[src/rtl/hdlc_share_pkg.sv]
package hdlc_share_pkg;
  typedef enum logic {
    SRC_LINE = 1'b0,
    SRC_CELL = 1'b1
  } src_t;

  localparam int N_SRC = 2;
endpackage

[src/rtl/ovh_src_select.sv]
module ovh_src_select
  import hdlc_share_pkg::*;
(
  input  logic clk,
  input  logic rst_n,
  input  src_t sel_req,
  input  logic frame_open,
  output src_t sel_q
);
  src_t sel_d;

  always_comb begin
    sel_d = sel_q;
    if (!frame_open) sel_d = sel_req;
  end

  always_ff @(posedge clk or negedge rst_n) begin
    if (!rst_n) sel_q <= SRC_LINE;
    else        sel_q <= sel_d;
  end
endmodule

[src/rtl/ovh_rx_steer.sv]
module ovh_rx_steer #(
  parameter int NSRC  = 2,
  localparam int SELW = (NSRC > 1) ? $clog2(NSRC) : 1
) (
  input  logic [SELW-1:0] sel,
  input  logic [NSRC-1:0] rx_bit,
  input  logic [NSRC-1:0] rx_en,
  input  logic [NSRC-1:0] alarm,
  output logic            eng_bit,
  output logic            eng_en
);
  always_comb begin
    eng_en  = rx_en[sel];
    eng_bit = alarm[sel] ? 1'b1 : rx_bit[sel];
  end
endmodule

[src/rtl/ovh_tx_fanout.sv]
module ovh_tx_fanout #(
  parameter int NSRC  = 2,
  localparam int SELW = (NSRC > 1) ? $clog2(NSRC) : 1
) (
  input  logic [SELW-1:0] sel,
  input  logic            eng_tx,
  output logic [NSRC-1:0] tx_ovh
);
  for (genvar g = 0; g < NSRC; g++) begin : g_side
    assign tx_ovh[g] = (sel == SELW'(g)) ? eng_tx : 1'b1;
  end
endmodule

[src/rtl/hdlc_rx_detect.sv]
module hdlc_rx_detect #(
  parameter int FLAG_ONES = 6
) (
  input  logic clk,
  input  logic rst_n,
  input  logic bit_en,
  input  logic bit_in,
  output logic open_q,
  output logic flag_q,
  output logic abort_q,
  output logic vld_q,
  output logic dbit_q
);
  localparam int STUFF_ONES = FLAG_ONES - 1;
  localparam int DEPTH      = FLAG_ONES + 1;
  localparam int CNT_W      = $clog2(FLAG_ONES + 2);
  localparam int FILL_W     = $clog2(DEPTH + 1);
  localparam logic [CNT_W-1:0]  L_FLAG  = CNT_W'(FLAG_ONES);
  localparam logic [CNT_W-1:0]  L_STUFF = CNT_W'(STUFF_ONES);
  localparam logic [CNT_W-1:0]  L_SAT   = CNT_W'(FLAG_ONES + 1);
  localparam logic [FILL_W-1:0] L_FULL  = FILL_W'(DEPTH);

  logic [CNT_W-1:0]  ones_q, ones_d;
  logic [FILL_W-1:0] fill_q, fill_d;
  logic [DEPTH-1:0]  pipe_q, pipe_d;
  logic              seen0_q, seen0_d, open_d;
  logic              flag_d, abort_d, vld_d, dbit_d, push;

  always_comb begin
    ones_d  = ones_q;
    fill_d  = fill_q;
    pipe_d  = pipe_q;
    seen0_d = seen0_q;
    open_d  = open_q;
    flag_d  = 1'b0;
    abort_d = 1'b0;
    vld_d   = 1'b0;
    dbit_d  = 1'b0;
    push    = 1'b0;
    if (bit_en) begin
      if (bit_in) begin
        if (ones_q != L_SAT) ones_d = ones_q + 1'b1;
        if (open_q && ones_q == L_FLAG) begin
          abort_d = 1'b1;
          open_d  = 1'b0;
          fill_d  = '0;
        end else if (open_q) begin
          push = 1'b1;
        end
      end else begin
        ones_d  = '0;
        seen0_d = 1'b1;
        if (seen0_q && ones_q == L_FLAG) begin
          flag_d = 1'b1;
          open_d = 1'b1;
          fill_d = '0;
        end else if (open_q && ones_q != L_STUFF) begin
          push = 1'b1;
        end
      end
      if (push) begin
        pipe_d = {pipe_q[DEPTH-2:0], bit_in};
        if (fill_q == L_FULL) begin
          vld_d  = 1'b1;
          dbit_d = pipe_q[DEPTH-1];
        end else begin
          fill_d = fill_q + 1'b1;
        end
      end
    end
  end

  always_ff @(posedge clk or negedge rst_n) begin
    if (!rst_n) begin
      ones_q  <= '0;
      fill_q  <= '0;
      pipe_q  <= '0;
      seen0_q <= 1'b0;
      open_q  <= 1'b0;
      flag_q  <= 1'b0;
      abort_q <= 1'b0;
      vld_q   <= 1'b0;
      dbit_q  <= 1'b0;
    end else begin
      ones_q  <= ones_d;
      fill_q  <= fill_d;
      pipe_q  <= pipe_d;
      seen0_q <= seen0_d;
      open_q  <= open_d;
      flag_q  <= flag_d;
      abort_q <= abort_d;
      vld_q   <= vld_d;
      dbit_q  <= dbit_d;
    end
  end
endmodule

[src/rtl/hdlc_ovh_share.sv]
module hdlc_ovh_share
  import hdlc_share_pkg::*;
#(
  parameter int FLAG_ONES = 6
) (
  input  logic clk,
  input  logic rst_n,
  input  logic sel_req,
  input  logic line_rx_bit,
  input  logic line_ovh_en,
  input  logic line_lof,
  input  logic line_ais,
  input  logic cell_rx_bit,
  input  logic cell_ovh_en,
  input  logic cell_lof,
  input  logic cell_ais,
  input  logic eng_tx_bit,
  output logic line_tx_ovh,
  output logic cell_tx_ovh,
  output logic sel_active,
  output logic eng_rx_bit,
  output logic eng_rx_en,
  output logic frame_open,
  output logic flag_pulse,
  output logic abort_pulse,
  output logic rx_valid,
  output logic rx_data
);
  src_t             sel_q;
  logic [N_SRC-1:0] rx_bits, rx_ens, alarms, tx_vec;

  assign rx_bits     = {cell_rx_bit, line_rx_bit};
  assign rx_ens      = {cell_ovh_en, line_ovh_en};
  assign alarms      = {cell_lof | cell_ais, line_lof | line_ais};
  assign line_tx_ovh = tx_vec[SRC_LINE];
  assign cell_tx_ovh = tx_vec[SRC_CELL];
  assign sel_active  = sel_q;

  ovh_src_select u_sel (
    .clk        (clk),
    .rst_n      (rst_n),
    .sel_req    (src_t'(sel_req)),
    .frame_open (frame_open),
    .sel_q      (sel_q)
  );

  ovh_rx_steer #(.NSRC(N_SRC)) u_steer (
    .sel     (sel_q),
    .rx_bit  (rx_bits),
    .rx_en   (rx_ens),
    .alarm   (alarms),
    .eng_bit (eng_rx_bit),
    .eng_en  (eng_rx_en)
  );

  ovh_tx_fanout #(.NSRC(N_SRC)) u_tx (
    .sel    (sel_q),
    .eng_tx (eng_tx_bit),
    .tx_ovh (tx_vec)
  );

  hdlc_rx_detect #(.FLAG_ONES(FLAG_ONES)) u_det (
    .clk     (clk),
    .rst_n   (rst_n),
    .bit_en  (eng_rx_en),
    .bit_in  (eng_rx_bit),
    .open_q  (frame_open),
    .flag_q  (flag_pulse),
    .abort_q (abort_pulse),
    .vld_q   (rx_valid),
    .dbit_q  (rx_data)
  );
endmodule

[config.mk]
export PLATFORM = sky130hd
export DESIGN_NAME = hdlc_ovh_share
export DESIGN_NICKNAME = d
export VERILOG_FILES = /design/src/rtl/hdlc_share_pkg.sv /design/src/rtl/ovh_src_select.sv /design/src/rtl/ovh_rx_steer.sv /design/src/rtl/ovh_tx_fanout.sv /design/src/rtl/hdlc_rx_detect.sv /design/src/rtl/hdlc_ovh_share.sv
export SDC_FILE = /design/constraint.sdc
export NUM_CORES = 1
export LEC_CHECK = 0
export BUFFER_PORTS_ARGS = -buffer_cell sky130_fd_sc_hd__buf_4
export CAP_MARGIN = 20
export CORE_MARGIN = 4
export CORE_UTILIZATION = 52
export DETAILED_ROUTE_END_ITERATION = 8
export PLACE_DENSITY = 0.77
export SLEW_MARGIN = 40
export SYNTH_ARGS = -nofsm -noshare
export SYNTH_HDL_FRONTEND = slang
export SYNTH_SLANG_ARGS = --single-unit
[constraint.sdc]
create_clock -name clk -period 2.57 [get_ports clk]
set_input_delay 0.257 -clock clk [delete_from_list [all_inputs] [get_ports clk]]
set_output_delay 0.257 -clock clk [all_outputs]
set_load 0.01 [all_outputs]
# Word level (Yosys, flattened, before mapping)
# Cells that the tools add are included.
# totals
latchBits	0
output_inout_bits	10
regBits	20
ram_bits	0
memories	0
in_bits	12
rom_bits	0
# classes
n_mul	0
n_shift	0
n_mux	37
bitwise_logic	3
eq_ne	6
div_mod_pow	0
reduce_logical	8
addsub	2
order_cmp	1
# ops
cell	count
2-to-1 mux 1 bit	30
2-to-1 mux 3 bit	7
adder 3 x 1 -> 3 bit, second input constant	2
== test 3 bit, second input constant	2
!= test 3 bit, second input constant	2
AND reduction 2 bit	3
!= test 2 bit, second input constant	2
logical AND 1 bit	3
AND reduction 3 bit	1
less-than comparator 1 x 2 -> 1 bit, second input constant	1
OR 1 bit	2
nonzero test 2 bit	1
NOT 1 bit	1

# Depth between registers and ports, before layout
# depth
word_depth	8
mapped_depth	7
depth_no_buf	6

# Hierarchy
# Synthesis repeated with hierarchy kept, for this count alone.
# hier_totals
hier_cells	81
area_unflattened_um2	959.7
# by_module_without_submodules
mod	area_each_um2	instances	cells_each	seq_area_each_um2
hdlc_rx_detect	865.8	1	71	475.5
ovh_src_select	40.0	1	2	25.0
ovh_rx_steer	28.8	1	4	0.0
hdlc_ovh_share	12.5	1	2	0.0
ovh_tx_fanout	12.5	1	2	0.0

# Worst setup path before layout
# Ideal clock, no wire load.
# synth_timing
path_type	register to register
start	register u_sel.sel_q
end	register u_det.pipe_q[0]
setup_slack_ps	611
required_time_ps	2445
stages_incl_launch_ff	6
arrival_time_ps	1834
n_path_buf	1
synth_period_minus_slack_ps	1959
setup_ps	125
cell_sequence	dfrtp_1 > or4_4 > and2_4 > o2111a_1 > buf_6 > mux2_4
# synth_between
elab_chain_cells	6
# synth_rtl
item	line	rtl
start, declared	ovh_src_select.sv:8	output src_t sel_q
start signal, assigned	ovh_src_select.sv:19	else sel_q <= sel_d;
2-to-1 mux 1 bit (not written as such) (2 in a row)	ovh_rx_steer.sv:14	eng_bit = alarm[sel] ? 1'b1 : rx_bit[sel];
2-to-1 mux 1 bit	ovh_rx_steer.sv:14	
2-to-1 mux 1 bit	hdlc_rx_detect.sv:41	if (bit_in) begin
2-to-1 mux 1 bit	hdlc_rx_detect.sv:40	if (bit_en) begin
AND reduction 2 bit (no line)	--	
end signal, assigned	hdlc_rx_detect.sv:87	pipe_q <= pipe_d;
end, declared	hdlc_rx_detect.sv:25	logic [DEPTH-1:0] pipe_q, pipe_d;
# Several ways; a longest one is shown, not always the timed one. The select of a mux whose other input is x is not followed.
# A chain may end at the register's enable or synchronous reset.

# Final worst setup path
# Same ends and word-level chain as after synthesis.

==> results.json <==
{
  "status": "completed",
  "p_sw_share_pct": 31.6,
  "min_period_over_period_pct": 83.3,
  "gp_congestion": 0.752,
  "postSynthAreaPerCell_sq_um": 12.7,
  "fillers": 123,
  "cts_max_path_buffers": 2,
  "cp_top_family": "simple AND/OR/NAND/NOR gates",
  "clkSinkCount": 20,
  "finClkSkew_ns": 0.00498,
  "ant_nets": 0,
  "cpPeakStageDelay_ns": 0.56,
  "grt_max_degree": 21,
  "yosysWarningCount": 0,
  "antenna_found_initial": 0,
  "io_buffers": 21,
  "clk_latency_ns": 0.30,
  "leakage_nw": 0.618,
  "core_region_area_sq_mm": 0.00178,
  "synthesis.nets": 97,
  "fin_area_sq_mm": 0.00124,
  "placed_cell_area_sq_mm": 0.00118,
  "dpl.hpwl_mm": 1.40,
  "std_cell_rows": 15,
  "final_cell_mix": "22 x buf_4, 20 x dfrtp_1, 7 x mux2_4",
  "rsz0062_at_grt": "false",
  "drt_iter0_markers": 10,
  "critPathKind": "reg2reg",
  "drc": 0,
  "crit_arrival_ns": 2.33,
  "num_antenna_cells": 0,
  "ir_worst_vdd_v": 0.000598,
  "grt_overflow": 0,
  "seqPwrFrac_pct": 41.7,
  "start_kind": "flop",
  "power.internal_mw": 0.877,
  "ys_seq_area_share_pct": 49.8,
  "regArea_sq_um": 500,
  "cts_tree": "yes",
  "combPwrFrac_pct": 38.5,
  "routed_wl_mm": 1.84,
  "fmax_mhz": 467,
  "area_growth_syn_to_layout_pct": 23.4,
  "ioPinCount": 22,
  "drive_above_1_share_pct": 42.2,
  "layout_commonest_cell": "buf_4",
  "die_x_microns": 52.0,
  "clk_pin_slew_ns": 0.11,
  "path_max_fanout": 12,
  "drt_pass1_iterations": 5,
  "total_power_mw": 1.28,
  "p_sw_mw": 0.405,
  "grt_pass1_vias": 727,
  "postCtsSetupBuffers": 0,
  "crit_chain": "or4_4, and2_4, o2111a_1, mux2_4",
  "htreeDepth": 1,
  "grt_usage_pct": 16.0,
  "finalSetupViolCount": 0,
  "wire_per_inst_microns": 14.5,
  "fin_crit_ns": 2.14,
  "netlist_instances": 79,
  "initial_core_util_pct": 56.4,
  "ys_ff_latch": 20,
  "multi_input_area_sq_um": 459,
  "syn-cell-area_sq_mm": 0.00101,
  "crit_path_end_kind": "flop",
  "num_vias": 688,
  "viasPerCell": 5.42,
  "power_density_mw_per_mm2": 1030,
  "die_area_sq_mm": 0.00270,
  "grt_pass1_wl_mm": 3.18,
  "worstMarginPinSlew_ns": 0.470,
  "drv_slew": 0,
  "clkPwrFrac_pct": 19.8,
  "cts-buffers-inserted": 3,
  "max_cap_violations": 0,
  "worstPathRequired_ns": 2.76,
  "cpMaxStageDelayCell": "or4_4",
  "synth_cell_types": 33,
  "die-height_microns": 52.0,
  "worstHoldPathType": "in2reg",
  "path_buf_inv": 0,
  "slew_headroom_pct": 68.6,
  "final.setup.tns_ns": 0,
  "hold_viol": 0,
  "nNetsFinal": 121,
  "cts_root_buf": "clkbuf_4"
}
-- power by group through the flow --
stage / sequential [mW] / combinational, mW / clock, mW
after floorplan: 0.510 / 0.383 / 0
after global placement: 0.535 / 0.477 / 0
after detailed placement: 0.540 / 0.494 / 0
after CTS: 0.533 / 0.499 / 0.261
after global routing: 0.551 / 0.555 / 0.272
final: 0.535 / 0.493 / 0.254
-- logic make-up (layout without fill, tap and decap cells) --
logic type | count (synthesis) | after routing | share of synthesized area [%]
AND/OR/NAND/NOR | 17 | 17 | 10.9
adder cells (fa/ha/maj) | 6 | 6 | 7.46
multiplexers | 12 | 12 | 15.8
buffers and inverters | 10 | 33 | 4.60
flip-flops | 20 | 20 | 49.8
AO/OA/AOI/OAI | 14 | 14 | 11.4
-- cell usage after synthesis --
library cell	count	area share [%]
a32o_1	1	1.0
nand2_1	4	1.5
mux2i_1	2	2.0
a211oi_2	1	1.2
o211a_1	1	1.0
nand3_1	1	0.50
inv_1	5	1.9
or2b_1	1	0.75
a21oi_1	2	1.0
or4b_4	1	1.4
a311o_1	1	1.0
inv_2	1	0.37
or4_4	1	1.1
mux2_2	3	3.4
a311oi_1	2	1.7
nand4_1	1	0.62
clkbuf_1	2	0.75
and3_1	3	1.9
a31o_2	1	0.87
nor2_1	1	0.37
and2_1	1	0.62
ha_1	6	7.5
o2111a_1	1	1.1
and2_4	1	0.87
buf_2	1	0.50
nor3b_1	1	0.75
o21ai_0	2	1.0
dfrtp_1	20	50
o21bai_1	1	0.75
or2_2	1	0.62
a21o_1	1	0.75
buf_6	1	1.1
mux2_4	7	10
-- worst reg2reg max path: cells and delay by family, from the launching register on --
kind	cells	cell delay (ns)
compound gates	1	0.43
mux	1	0.36
flops	1	0.47
simple gates	2	0.79
-- flip-flops by register name, indices dropped and copies added (netlist names) --
| name | cells |
|---|---|
| u_det.abort_q | 1 |
| u_det.dbit_q | 1 |
| u_det.fill_q | 3 |
| u_det.flag_q | 1 |
| u_det.ones_q | 3 |
| u_det.open_q | 1 |
| u_det.pipe_q | 7 |
| u_det.seen0_q | 1 |
| u_det.vld_q | 1 |
| u_sel.sel_q | 1 |
-- through the flow --
step                      utilization (%)  cells  hold slack (ns)  setup WS (ns)
after floorplan                         -     79          -0.0386          0.611
after global placement               66.1    122            0.144          0.501
after detailed placement             66.1    122            0.148          0.465
after CTS                            69.6    127            0.199          0.431
after global routing                 69.6    127            0.206          0.355
final                                69.6    127            0.208          0.430
-- path summary, 6_finish.rpt --
| kind | from | endpoint | slack (ns) | cells past startpoint |
|---|---|---|---|---|
| worst max-delay path | u_sel.sel_q$_DFFE_PN0N_ | u_det.pipe_q[0]$_DFFE_PN0P_ | 0.43 | 4 |
| min in group asynchronous | rst_n | u_det.pipe_q[1]$_DFFE_PN0P_ | 0.36 | 2 |
| worst max register to register | u_sel.sel_q$_DFFE_PN0N_ | u_det.pipe_q[0]$_DFFE_PN0P_ | 0.43 | 4 |
| max in group asynchronous | rst_n | u_det.ones_q[0]$_DFFE_PN0P_ | 2.00 | 2 |
| worst min-delay path | sel_req | u_sel.sel_q$_DFFE_PN0N_ | 0.21 | 2 |
| worst min register to register | u_det.fill_q[0]$_DFFE_PN0P_ | u_det.fill_q[0]$_DFFE_PN0P_ | 0.50 | 1 |
-- final cells by class --
cell class                 count  area share [%]
inverter                       6            1.81
clock buffer                   3            1.81
timing repair buffer          23            14.1
sequential                    20            40.3
multi-input combinational     49            37.0
tap                           25            2.52
clock inverter                 1            2.42
-- repair_timing --
| action | CTS | global route |
|---|---|---|
| hold buffers | 1 | 0 |
| hold endpoints to repair | 20 | 0 |
| gates resized for setup | 0 | 0 |
-- layer usage --
metal	track usage, %	share of wire, %
met1	19.9	47
met2	26.4	49
met3	4.01	3.0
met4	6.11	1.1
met5	0	0
No activity file was read; power rests on OpenSTA's default activity.
